## src/rtl/serint_pkg.sv

```systemverilog
package serint_pkg;

   // register offsets (decoded by software, so fixed)
   localparam int unsigned OFS_RXD  = 0;
   localparam int unsigned OFS_TXD  = 1;
   localparam int unsigned OFS_STAT = 2;
   localparam int unsigned OFS_IEN  = 3;

   // status bit positions
   localparam int unsigned ST_RXFULL  = 0;
   localparam int unsigned ST_TXEMPTY = 1;
   localparam int unsigned ST_OVR     = 2;

   // enable bit positions
   localparam int unsigned IE_RX = 0;
   localparam int unsigned IE_TX = 1;
   localparam int unsigned IE_W  = 2;

   typedef enum logic [2:0] {
      SEL_RXD,
      SEL_TXD,
      SEL_STAT,
      SEL_IEN,
      SEL_NONE
   } reg_sel_t;

   typedef struct packed {
      logic rx_read;
      logic stat_read;
      logic tx_write;
      logic ie_write;
   } reg_fx_t;

endpackage

```

## src/rtl/serint_strobe_sync.sv

```systemverilog
module serint_strobe_sync #(
   parameter int unsigned STAGES = 2
) (
   input  logic clk,
   input  logic rst_n,
   input  logic strobe_n,
   output logic fall
);

   generate
      if (STAGES < 2) begin : g_bad_stages
         $error("serint_strobe_sync: STAGES must be at least 2");
      end
   endgenerate

   // sh[STAGES-1] is the synchronized strobe, sh[STAGES] its previous value
   logic [STAGES:0] sh;

   always_ff @(posedge clk or negedge rst_n) begin
      if (!rst_n) sh <= '1;
      else        sh <= {sh[STAGES-1:0], strobe_n};
   end

   assign fall = sh[STAGES] & ~sh[STAGES-1];

   // one event per strobe, never two in a row
   p_single_event_r10: assert property (@(posedge clk) disable iff (!rst_n)
      fall |=> !fall);

endmodule

```

## src/rtl/serint_rx_path.sv

```systemverilog
module serint_rx_path #(
   parameter int unsigned DATA_W       = 8,
   parameter bit          OVR_KEEP_NEW = 1'b1
) (
   input  logic              clk,
   input  logic              rst_n,
   input  logic              rx_valid,
   input  logic [DATA_W-1:0] rx_data,
   input  logic              rd_clear,
   input  logic              stat_read,
   output logic [DATA_W-1:0] rx_hold,
   output logic              rx_full,
   output logic              overrun
);

   logic collide;
   logic load;

   assign collide = rx_valid & rx_full & ~rd_clear;

   generate
      if (OVR_KEEP_NEW) begin : g_keep_new
         assign load = rx_valid;
      end else begin : g_keep_old
         assign load = rx_valid & (~rx_full | rd_clear);
      end
   endgenerate

   always_ff @(posedge clk or negedge rst_n) begin
      if (!rst_n)    rx_hold <= '0;
      else if (load) rx_hold <= rx_data;
   end

   always_ff @(posedge clk or negedge rst_n) begin
      if (!rst_n)         rx_full <= 1'b0;
      else if (rx_valid)  rx_full <= 1'b1;
      else if (rd_clear)  rx_full <= 1'b0;
   end

   always_ff @(posedge clk or negedge rst_n) begin
      if (!rst_n)         overrun <= 1'b0;
      else if (collide)   overrun <= 1'b1;
      else if (stat_read) overrun <= 1'b0;
   end

   p_arrive_full_r5: assert property (@(posedge clk) disable iff (!rst_n)
      rx_valid |=> rx_full);

   p_read_empties_r5: assert property (@(posedge clk) disable iff (!rst_n)
      (rd_clear && !rx_valid) |=> !rx_full);

   p_overrun_set_r6: assert property (@(posedge clk) disable iff (!rst_n)
      (rx_valid && rx_full && !rd_clear) |=> overrun);

endmodule

```

## src/rtl/serint_tx_path.sv

```systemverilog
module serint_tx_path #(
   parameter int unsigned DATA_W = 8
) (
   input  logic              clk,
   input  logic              rst_n,
   input  logic              wr_load,
   input  logic [DATA_W-1:0] wr_data,
   input  logic              tx_ready,
   output logic              tx_valid,
   output logic [DATA_W-1:0] tx_data,
   output logic              tx_empty
);

   logic accept;

   assign accept = tx_valid & tx_ready;

   always_ff @(posedge clk or negedge rst_n) begin
      if (!rst_n)       tx_data <= '0;
      else if (wr_load) tx_data <= wr_data;
   end

   always_ff @(posedge clk or negedge rst_n) begin
      if (!rst_n)       tx_valid <= 1'b0;
      else if (wr_load) tx_valid <= 1'b1;
      else if (accept)  tx_valid <= 1'b0;
   end

   assign tx_empty = ~tx_valid;

   p_load_presents_r7: assert property (@(posedge clk) disable iff (!rst_n)
      wr_load |=> (tx_valid && tx_data == $past(wr_data)));

   p_accept_frees_r7: assert property (@(posedge clk) disable iff (!rst_n)
      (accept && !wr_load) |=> tx_empty);

endmodule

```

## src/rtl/serint_regs.sv

```systemverilog
module serint_regs #(
   parameter int unsigned DATA_W       = 8,
   parameter int unsigned ADDR_W       = 4,
   parameter int unsigned SYNC_STAGES  = 2,
   parameter bit          OVR_KEEP_NEW = 1'b1
) (
   input  logic              clk,
   input  logic              rst_n,
   input  logic              cs_n,
   input  logic              rd_n,
   input  logic              wr_n,
   input  logic [ADDR_W-1:0] addr,
   input  logic [DATA_W-1:0] wr_data,
   output logic [DATA_W-1:0] rd_data,
   output logic              rd_oe,
   output logic              irq_n,
   input  logic              rx_valid,
   input  logic [DATA_W-1:0] rx_data,
   output logic              tx_valid,
   output logic [DATA_W-1:0] tx_data,
   input  logic              tx_ready
);
   import serint_pkg::*;

   localparam int unsigned NUM_REGS = 1 << ADDR_W;

   generate
      if (DATA_W < IE_W || DATA_W < ST_OVR + 1) begin : g_bad_width
         $error("serint_regs: DATA_W too narrow for status and enable bits");
      end
      if (ADDR_W < 2 || NUM_REGS < OFS_IEN + 1) begin : g_bad_addr
         $error("serint_regs: ADDR_W must cover four registers");
      end
   endgenerate

   logic              rd_fall, wr_fall, rd_ev, wr_ev;
   reg_sel_t          sel;
   reg_fx_t           fx;
   logic [IE_W-1:0]   ie_q;
   logic [DATA_W-1:0] rx_hold, rd_snap, rd_mux, status;
   logic              rx_full, overrun, tx_empty;
   logic [IE_W-1:0]   cause;

   serint_strobe_sync #(.STAGES(SYNC_STAGES)) u_rd_sync (
      .clk(clk), .rst_n(rst_n), .strobe_n(rd_n), .fall(rd_fall));

   serint_strobe_sync #(.STAGES(SYNC_STAGES)) u_wr_sync (
      .clk(clk), .rst_n(rst_n), .strobe_n(wr_n), .fall(wr_fall));

   assign rd_ev = rd_fall & ~cs_n;
   assign wr_ev = wr_fall & ~cs_n;

   always_comb begin
      if      (addr == ADDR_W'(OFS_RXD))  sel = SEL_RXD;
      else if (addr == ADDR_W'(OFS_TXD))  sel = SEL_TXD;
      else if (addr == ADDR_W'(OFS_STAT)) sel = SEL_STAT;
      else if (addr == ADDR_W'(OFS_IEN))  sel = SEL_IEN;
      else                                sel = SEL_NONE;
   end

   always_comb begin
      fx           = '0;
      fx.rx_read   = rd_ev & (sel == SEL_RXD);
      fx.stat_read = rd_ev & (sel == SEL_STAT);
      fx.tx_write  = wr_ev & (sel == SEL_TXD);
      fx.ie_write  = wr_ev & (sel == SEL_IEN);
   end

   serint_rx_path #(.DATA_W(DATA_W), .OVR_KEEP_NEW(OVR_KEEP_NEW)) u_rx (
      .clk(clk), .rst_n(rst_n),
      .rx_valid(rx_valid), .rx_data(rx_data),
      .rd_clear(fx.rx_read), .stat_read(fx.stat_read),
      .rx_hold(rx_hold), .rx_full(rx_full), .overrun(overrun));

   serint_tx_path #(.DATA_W(DATA_W)) u_tx (
      .clk(clk), .rst_n(rst_n),
      .wr_load(fx.tx_write), .wr_data(wr_data), .tx_ready(tx_ready),
      .tx_valid(tx_valid), .tx_data(tx_data), .tx_empty(tx_empty));

   always_ff @(posedge clk or negedge rst_n) begin
      if (!rst_n)           ie_q <= '0;
      else if (fx.ie_write) ie_q <= wr_data[IE_W-1:0];
   end

   always_comb begin
      status             = '0;
      status[ST_RXFULL]  = rx_full;
      status[ST_TXEMPTY] = tx_empty;
      status[ST_OVR]     = overrun;
   end

   always_comb begin
      case (sel)
         SEL_RXD:  rd_mux = rx_hold;
         SEL_STAT: rd_mux = status;
         SEL_IEN:  rd_mux = DATA_W'(ie_q);
         default:  rd_mux = '0;
      endcase
   end

   // snapshot taken in the same cycle the read side effect fires
   always_ff @(posedge clk or negedge rst_n) begin
      if (!rst_n)     rd_snap <= '0;
      else if (rd_ev) rd_snap <= rd_mux;
   end

   assign rd_oe   = ~cs_n & ~rd_n;
   assign rd_data = rd_oe ? rd_snap : '0;

   assign cause[IE_RX] = rx_full;
   assign cause[IE_TX] = tx_empty;
   assign irq_n        = ~|(cause & ie_q);

   // a pending interrupt is held until a register access intervenes
   p_irq_held_r9: assert property (@(posedge clk) disable iff (!rst_n)
      (!irq_n && !rd_ev && !wr_ev) |=> !irq_n);

   // an unselected cycle cannot change the enable register
   p_unselected_ignored_r4: assert property (@(posedge clk) disable iff (!rst_n)
      cs_n |=> $stable(ie_q));

   // writes to reserved offsets leave the enables alone
   p_reserved_write_r3: assert property (@(posedge clk) disable iff (!rst_n)
      (wr_ev && sel == SEL_NONE) |=> $stable(ie_q));

   // no read data leaks while the buffer is disabled
   p_quiet_bus_r2: assert property (@(posedge clk) disable iff (!rst_n)
      !rd_oe |-> (rd_data == '0));

endmodule

```

## config.mk

```make
export PLATFORM = sky130hd
export DESIGN_NAME = serint_regs
export DESIGN_NICKNAME = d
export VERILOG_FILES = /design/src/rtl/serint_pkg.sv /design/src/rtl/serint_strobe_sync.sv /design/src/rtl/serint_rx_path.sv /design/src/rtl/serint_tx_path.sv /design/src/rtl/serint_regs.sv
export SDC_FILE = /design/constraint.sdc
export NUM_CORES = 1
export LEC_CHECK = 0
export ABC_AREA = 1
export BUFFER_PORTS_ARGS = -buffer_cell sky130_fd_sc_hd__buf_2
export CORE_UTILIZATION = 37
export CTS_BUF_LIST = sky130_fd_sc_hd__clkbuf_8
export CTS_CLUSTER_SIZE = 24
export DETAILED_ROUTE_END_ITERATION = 8
export PLACE_DENSITY_LB_ADDON = 0.08
export SETUP_SLACK_MARGIN = 0.3
export SLEW_MARGIN = 30
export SYNTH_ARGS = -nofsm -noshare
export SYNTH_HDL_FRONTEND = slang
export SYNTH_SLANG_ARGS = --single-unit
```

## constraint.sdc

```tcl
create_clock -name clk -period 1.51 [get_ports clk]
set_input_delay 0.2265 -clock clk [delete_from_list [all_inputs] [get_ports clk]]
set_output_delay 0.2265 -clock clk [all_outputs]
set_load 0.1 [all_outputs]
```

==> flow_metrics.env, run 1 <==
export IMPL_core_area_mm2=0.003716
export IMPL_synthesis_area_mm2=0.001455
export IMPL_gp_congestion=0.8094
export IMPL_dr_first_iter_drc_count=26
export IMPL_area_growth_pct=48.75
export IMPL_die_height_um=64.71
export IMPL_clock_sinks=35
export IMPL_r2r_worst_path_cells=5
export IMPL_final_nets=255
export IMPL_finalSetupViolations=0
export IMPL_critPathMaxFanout=3
export IMPL_syn_avg_cell_area_um2=8.713
export IMPL_maxCapViolations=0
export IMPL_worstSetupEndpoint="irq_n"
export IMPL_routed_wl_um=3025
export IMPL_synth_net_count=194
export IMPL_finalClockSkew_ps=6.090
export IMPL_grt_max_degree=29
export IMPL_start_kind="register"
export IMPL_max_freq_ghz=0.7455
export IMPL_die_width_um=64.71
export IMPL_vias_per_cell=4.545
export IMPL_pin_count=46
export IMPL_cp_end_kind="output pin"
export IMPL_placementRows=22
export IMPL_reg2reg_to="u_tx.tx_valid$_DFFE_PN0P_"
export IMPL_clk_pin_slew_ps=60
export IMPL_syn_inst=167
export IMPL_ir_drop_v=0.0008117
export IMPL_clock_path_buffers=2
export IMPL_tightest_slew_ps=613.5
export IMPL_rrSetupSlack_ps=360
export IMPL_clk_latency_ps=280
export IMPL_yosysWarnings=0
export IMPL_drive_above_1_share_pct=39.74
export IMPL_grt_overflow_total=0
export IMPL_synth_top_area_share_pct=49.87
export IMPL_worst_slack_ps=168.6
export IMPL_pre_cts_ws_ps=274.8
export IMPL_vias=1259
export IMPL_synthTopCellsByArea="dfrtp_1 (50%), nand2_1 (17%), dfstp_2 (11%)"
export IMPL_cts_tree="built"
export IMPL_synth_top_area_cell="dfrtp_1"
export IMPL_h_tree_depth=2
export IMPL_fin_cells=277
export IMPL_slew_headroom_pct=59.10
export IMPL_place_hpwl_um=2219
export IMPL_startpoint="u_tx.tx_valid$_DFFE_PN0P_"
export IMPL_crit_required_ps=1280
export IMPL_postRouteAntennaNets=0
export IMPL_dr_pass1_iters=4
export IMPL_wl_per_cell_um=10.92
export IMPL_grt_pass1_wl_um=5147
export IMPL_antenna_cells=0
export IMPL_fillers=346
export IMPL_slew_viol_final=0
export IMPL_hold_path_class="input port to register"
export IMPL_synth_cell_types=17
export IMPL_cts_inserted_buffers=5
export IMPL_fin_crit_ps=1341
export IMPL_power_density_mw_per_mm2=1083
export IMPL_grt_pass1_vias=1196
export IMPL_grt_total_usage_pct=16.37
export IMPL_drc_errors=0
export IMPL_portBuffers=45
export IMPL_antenna_found_initial=0
export IMPL_dieArea_mm2=0.004187
export IMPL_placedCellCount=261
export IMPL_ys_ff_latch=35
export IMPL_clockRootBuffer="clkbuf_8"
export IMPL_path_class="register to output pin"
export IMPL_p_leak_nw=1.083
export IMPL_worstReg2RegStart="u_wr_sync.sh[1]$_DFF_PN1_"
export IMPL_outcome="finished, final reports clean"
export IMPL_hold_viol_final=0
export IMPL_initial_core_util_pct=39.16
export IMPL_period_share_pct=88.83
export IMPL_rsz0062_at_grt="yes"
export IMPL_arrival_ps=1110
export IMPL_yosysSeqAreaShare_pct=60.71
-- layer usage --
layer	vias to the layer above	routed length [µm]	GRT usage (%)
met5	-	0	0
met3	7	169	5.634
li1	639	-	-
met2	39	1369	26.17
met4	0	52	6.389
met1	574	1435	20.18
-- cell type report --
cell class / instances / area, µm² / share of cell area [%]
Timing Repair inverter: 1 / 7.507 / 0.3468
Sequential cell: 35 / 887.1 / 40.98
Clock buffer: 7 / 96.34 / 4.451
Tap cell: 48 / 60.06 / 2.775
Multi-Input combinational cell: 115 / 580.6 / 26.82
Clock inverter: 1 / 3.754 / 0.1734
Inverter: 15 / 58.81 / 2.717
Timing Repair Buffer: 55 / 470.5 / 21.73
-- report_power, final --
part           leakage (nW)  internal (mW)  switching (mW)
registers             0.434           1.02          0.0394
logic                 0.593          0.159           0.423
clock network        0.0557          0.409           0.300
-- worst max-delay path: stages, from the launching register on --
cell     delay (ps)
dfrtp_4         410
inv_2            50
a22oi_2         170
buf_12          200
-- timing repair --
item,4_1_cts,5_1_grt
gates resized for setup,10,8
endpoints found under the setup margin,23,20
endpoints found under the hold margin,21,0
gates cloned,0,1
pin swaps,8,2
hold buffers,1,0
buffers inserted,4,2
-- cell usage after synthesis --
cell / n
a22oi_1: 1
buf_2: 1
buf_4: 1
clkinv_1: 1
dfrtp_1: 29
dfstp_2: 6
inv_1: 13
inv_2: 1
nand2_1: 65
nand2_2: 1
nand2_4: 1
nand3_1: 18
nor2_1: 15
nor2_4: 1
nor3_4: 1
o21ai_0: 11
o21ai_1: 1
-- registers in the layout, indices dropped and copies added (netlist names) --
signal and flops:
u_rx.rx_hold 8, u_rd_sync.sh 3, ie_q 2, rd_snap 8
u_rx.overrun 1, u_rx.rx_full 1, u_tx.tx_data 8, u_wr_sync.sh 3
u_tx.tx_valid 1
-- placed cells by master, fill, tap and decap left out --
cell type,Yosys,final
nand2_1,65,63
dfrtp_1,29,28
buf_2,1,28
nand3_1,18,18
buf_4,1,16
o21ai_0,11,11
nor2_4,1,10
buf_12,0,10
inv_1,13,9
clkbuf_8,0,7
nor2_1,15,6
dfstp_2,6,6
inv_2,1,5
nand2_2,1,3
a22oi_2,0,1
nor3_4,1,1
inv_4,0,1
nand2_4,1,1
clkinv_1,1,1
o21ai_1,1,1
clkinvlp_4,0,1
dlygate4sd3_1,0,1
dfrtp_4,0,1
-- stage by stage --
step                hold WS, ps  setup TNS (ps)  power, mW  utilization (%)  instance area, µm²
CTS                       36.67               0      2.363            57.27                2128
detailed placement        282.4               0      1.614            52.79                1962
finish                    43.79               0      2.345            58.25                2165
global route              24.24               0      2.462            58.25                2165
floorplan                -69.09           -4141      1.451                -                1531
global placement          270.9               0      1.606            52.79                1962
-- worst min path at each step --
| stage | start | to | slack [ps] | cells past startpoint |
|---|---|---|---|---|
| after floorplan | rst_n | ie_q[0]$_DFFE_PN0P_ | -70 | 0 |
| after global placement | rst_n | u_tx.tx_valid$_DFFE_PN0P_ | 270 | 1 |
| after detailed placement | rst_n | u_tx.tx_valid$_DFFE_PN0P_ | 280 | 1 |
| after CTS | wr_n | u_wr_sync.sh[0]$_DFF_PN1_ | 40 | 1 |
| after global routing | wr_n | u_wr_sync.sh[0]$_DFF_PN1_ | 20 | 1 |
| final | wr_n | u_wr_sync.sh[0]$_DFF_PN1_ | 40 | 1 |
-- cell families (layout without fill, tap and decap cells) --
kind of cell,after synthesis,count (layout),synth area share [%]
AOI/OAI and AO/OA,13,13,4.643
buffers and inverters,17,79,4.729
DFF,35,35,60.71
and+or+nand+nor,102,102,29.92
Note: power is estimated with default switching activity, not from simulation.
==> run 2, diff against run 1 <==
- CAP_MARGIN: not set -> 20
- SYNTH_HIERARCHICAL: not set -> 1
- clock period: 1.51 -> 1.7 ns (I/O delays scaled with it)
==> run 2 against run 1 <==
Compared with the run above: sequential cell count unchanged; via count up 0.79%; clock-buffer cell count down 2; total power down 13%; routed wire length down 1.7%; worst setup slack worse by 16 ps; clock power down 18%; utilization down 1.7 points; sequential share of layout area up 0.63 points; synthesized cell count up 6.0%; largest cell class unchanged; highest routed layer unchanged.
==> flow_metrics.env, run 2 <==
export IMPL_routed_wl_um=2974
export IMPL_place_hpwl_um=2330
export IMPL_pin_count=46
export IMPL_grt_overflow_total=0
export IMPL_critPathMaxFanout=2
export IMPL_top_regs="rd_snap x8, u_rx/rx_hold x8, u_tx/tx_data x8"
export IMPL_clk_pin_slew_ps=70
export IMPL_synth_cell_types=16
export IMPL_pre_cts_ws_ps=229.4
export IMPL_internal_power_mw=1.313
export IMPL_dr_first_iter_drc_count=36
export IMPL_seqPwrFrac_pct=46.2
export IMPL_hold_ws_ps=67.52
export IMPL_path_cells="inv_2, a22o_1, clkinvlp_4, buf_12"
export IMPL_clock_path_buffers=2
export IMPL_synthesis_area_mm2=0.001493
export IMPL_power_switching_mw=0.7206
export IMPL_die_width_um=65.52
export IMPL_rrSetupSlack_ps=460
export IMPL_power_density_mw_per_mm2=953.8
export IMPL_hold_path_class="input port to register"
export IMPL_grt_pass1_wl_um=5237
export IMPL_synth_top_area_share_pct=48.62
export IMPL_final_nets=260
export IMPL_syn_avg_cell_area_um2=8.433
export IMPL_fillers=356
export IMPL_antenna_cells=0
export IMPL_arrival_ps=1290
export IMPL_outcome="finished, final reports clean"
export IMPL_cts_tree="built"
export IMPL_cpPeakStageDelay_ps=480
export IMPL_slew_viol_final=0
export IMPL_synth_edf_count=0
export IMPL_cp_top_family="flip-flops"
export IMPL_die_height_um=65.52
export IMPL_wl_per_cell_um=10.55
export IMPL_syn_inst=177
export IMPL_layout_commonest_cell="nand2_1"
export IMPL_finalClockSkew_ps=3.229
export IMPL_dieArea_mm2=0.004292
export IMPL_cp_end_kind="output pin"
export IMPL_critPathBufInv=3
export IMPL_fin_setup_tns_ps=0
export IMPL_core_area_mm2=0.003771
export IMPL_gp_congestion=0.7395
export IMPL_initial_core_util_pct=39.58
export IMPL_synth_most_common_cell="nand2_1"
export IMPL_vias=1269
export IMPL_combPwrFrac_pct=25.2
export IMPL_slew_headroom_pct=67.46
export IMPL_maxCapViolations=0
export IMPL_synth_net_count=204
export IMPL_ys_flop_type="dfrtp_1"
export IMPL_finalSetupViolations=0
export IMPL_fin_util_pct=56.54
export IMPL_netlist_top_cells_count="nand2_1 (75), dfrtp_1 (29), inv_1 (19)"
export IMPL_max_freq_ghz=0.6462
export IMPL_path_class="register to output pin"
export IMPL_async_reset_ff_share_pct=100.0
export IMPL_p_leak_nw=1.073
export IMPL_start_kind="register"
export IMPL_h_tree_depth=2
export IMPL_grt_pass1_vias=1264
export IMPL_layout_common_cells="nand2_1 (74), buf_2 (35), dfrtp_1 (28)"
export IMPL_vias_per_cell=4.500
export IMPL_dr_pass1_iters=4
export IMPL_placementRows=22
export IMPL_period_share_pct=91.03
export IMPL_area_growth_pct=42.83
export IMPL_grt_total_usage_pct=16.12
export IMPL_synth_top_area_cell="dfrtp_1"
export IMPL_rsz0062_at_grt="yes"
export IMPL_finalPower_mw=2.034
export IMPL_tightest_slew_ps=491.4
export IMPL_antenna_found_initial=0
export IMPL_clk_latency_ps=280
export IMPL_sw_frac_of_total_pct=35.44
export IMPL_hold_viol_final=0
export IMPL_drc_errors=0
export IMPL_fin_crit_ps=1547
export IMPL_grt_max_degree=21
export IMPL_ir_drop_v=0.0007664
export IMPL_worst_slack_ps=152.5
export IMPL_yosysSeqAreaShare_pct=59.18
export IMPL_worst_path_max_delay_cell="dfrtp_4"
export IMPL_yosysWarnings=6
export IMPL_ys_ff_latch=35
export IMPL_portBuffers=45
export IMPL_clockRootBuffer="clkbuf_8"
export IMPL_cts_inserted_buffers=5
export IMPL_synthTopCellsByArea="dfrtp_1 (49%), nand2_1 (19%), dfstp_2 (11%)"
export IMPL_crit_required_ps=1440
export IMPL_clock_sinks=35
export IMPL_power_share_clock_pct=28.6
export IMPL_drive_above_1_share_pct=38.89
export IMPL_postRouteAntennaNets=0
run 2: repair_timing:
| action | 4_1_cts | 5_1_grt |
|---|---|---|
| pin swaps | 1 | 1 |
| hold buffers | 1 | 0 |
| endpoints found under the hold margin | 12 | 0 |
| resized for setup | 1 | 5 |
| setup endpoints to repair | 9 | 11 |
| buffers inserted | 2 | 0 |
run 2: final cells by class:
| type | instances | area [µm²] | area share, % |
|---|---|---|---|
| Clock buffer | 5 | 68.82 | 3.228 |
| Clock inverter | 3 | 20.02 | 0.9390 |
| Inverter | 23 | 93.84 | 4.401 |
| Multi-Input combinational cell | 116 | 568.0 | 26.64 |
| Sequential cell | 35 | 887.1 | 41.61 |
| Tap cell | 48 | 60.06 | 2.817 |
| Timing Repair Buffer | 52 | 434.2 | 20.36 |
run 2: worst register-to-register path, stage by stage (launching register included):
cell     delay (ps)
dfstp_2         520
inv_1            40
nor2_2           80
nand2_2         120
nor2_4          180
inv_1            80
nand3_1          70
nand2_1          50
run 2: path summary, 6_finish.rpt:
check                                            end                       from  cells past startpoint
hold / removal             u_wr_sync/sh[0]$_DFF_PN1_                       wr_n                      1
max in group asynchronous     rd_snap[5]$_DFFE_PN0P_                      rst_n                      3
setup / recovery                               irq_n  u_tx/tx_valid$_DFFE_PN0P_                      4
setup reg to reg            u_rx/overrun$_DFFE_PN0P_  u_rd_sync/sh[2]$_DFF_PN1_                      7
hold reg to reg            u_wr_sync/sh[1]$_DFF_PN1_  u_wr_sync/sh[0]$_DFF_PN1_                      0
min in group asynchronous  u_tx/tx_valid$_DFFE_PN0P_                      rst_n                      2
run 2: power by group through the flow:
stage | clock network, mW | registers (mW) | logic, mW
after global routing | 0.635 | 0.946 | 0.545
after detailed placement | 0 | 0.955 | 0.506
final | 0.582 | 0.938 | 0.513
after CTS | 0.608 | 0.939 | 0.515
after floorplan | 0 | 1.13 | 0.181
after global placement | 0 | 0.950 | 0.499
run 2: logic make-up (layout without fill, tap and decap cells):
| family | after synthesis | in the layout | share of synthesized area [%] |
|---|---|---|---|
| compound gates | 7 | 7 | 2.599 |
| flops | 35 | 35 | 59.18 |
| simple gates | 109 | 109 | 30.43 |
| buf+inv | 26 | 83 | 7.795 |
run 2: per-layer routing:
metal | vias up | share of wire [%] | track usage (%)
li1 | 643 | - | -
met1 | 593 | 46 | 19.80
met2 | 31 | 49 | 26.42
met3 | 2 | 4.5 | 5.035
met4 | 0 | 0.77 | 5.978
met5 | - | 0 | 0
run 2: metrics by stage:
stage / cells / cell area, µm²
final: 282 / 2132
after global routing: 282 / 2132
after CTS: 282 / 2118
after detailed placement: 271 / 1988
after global placement: 271 / 1988
after floorplan: 177 / 1568
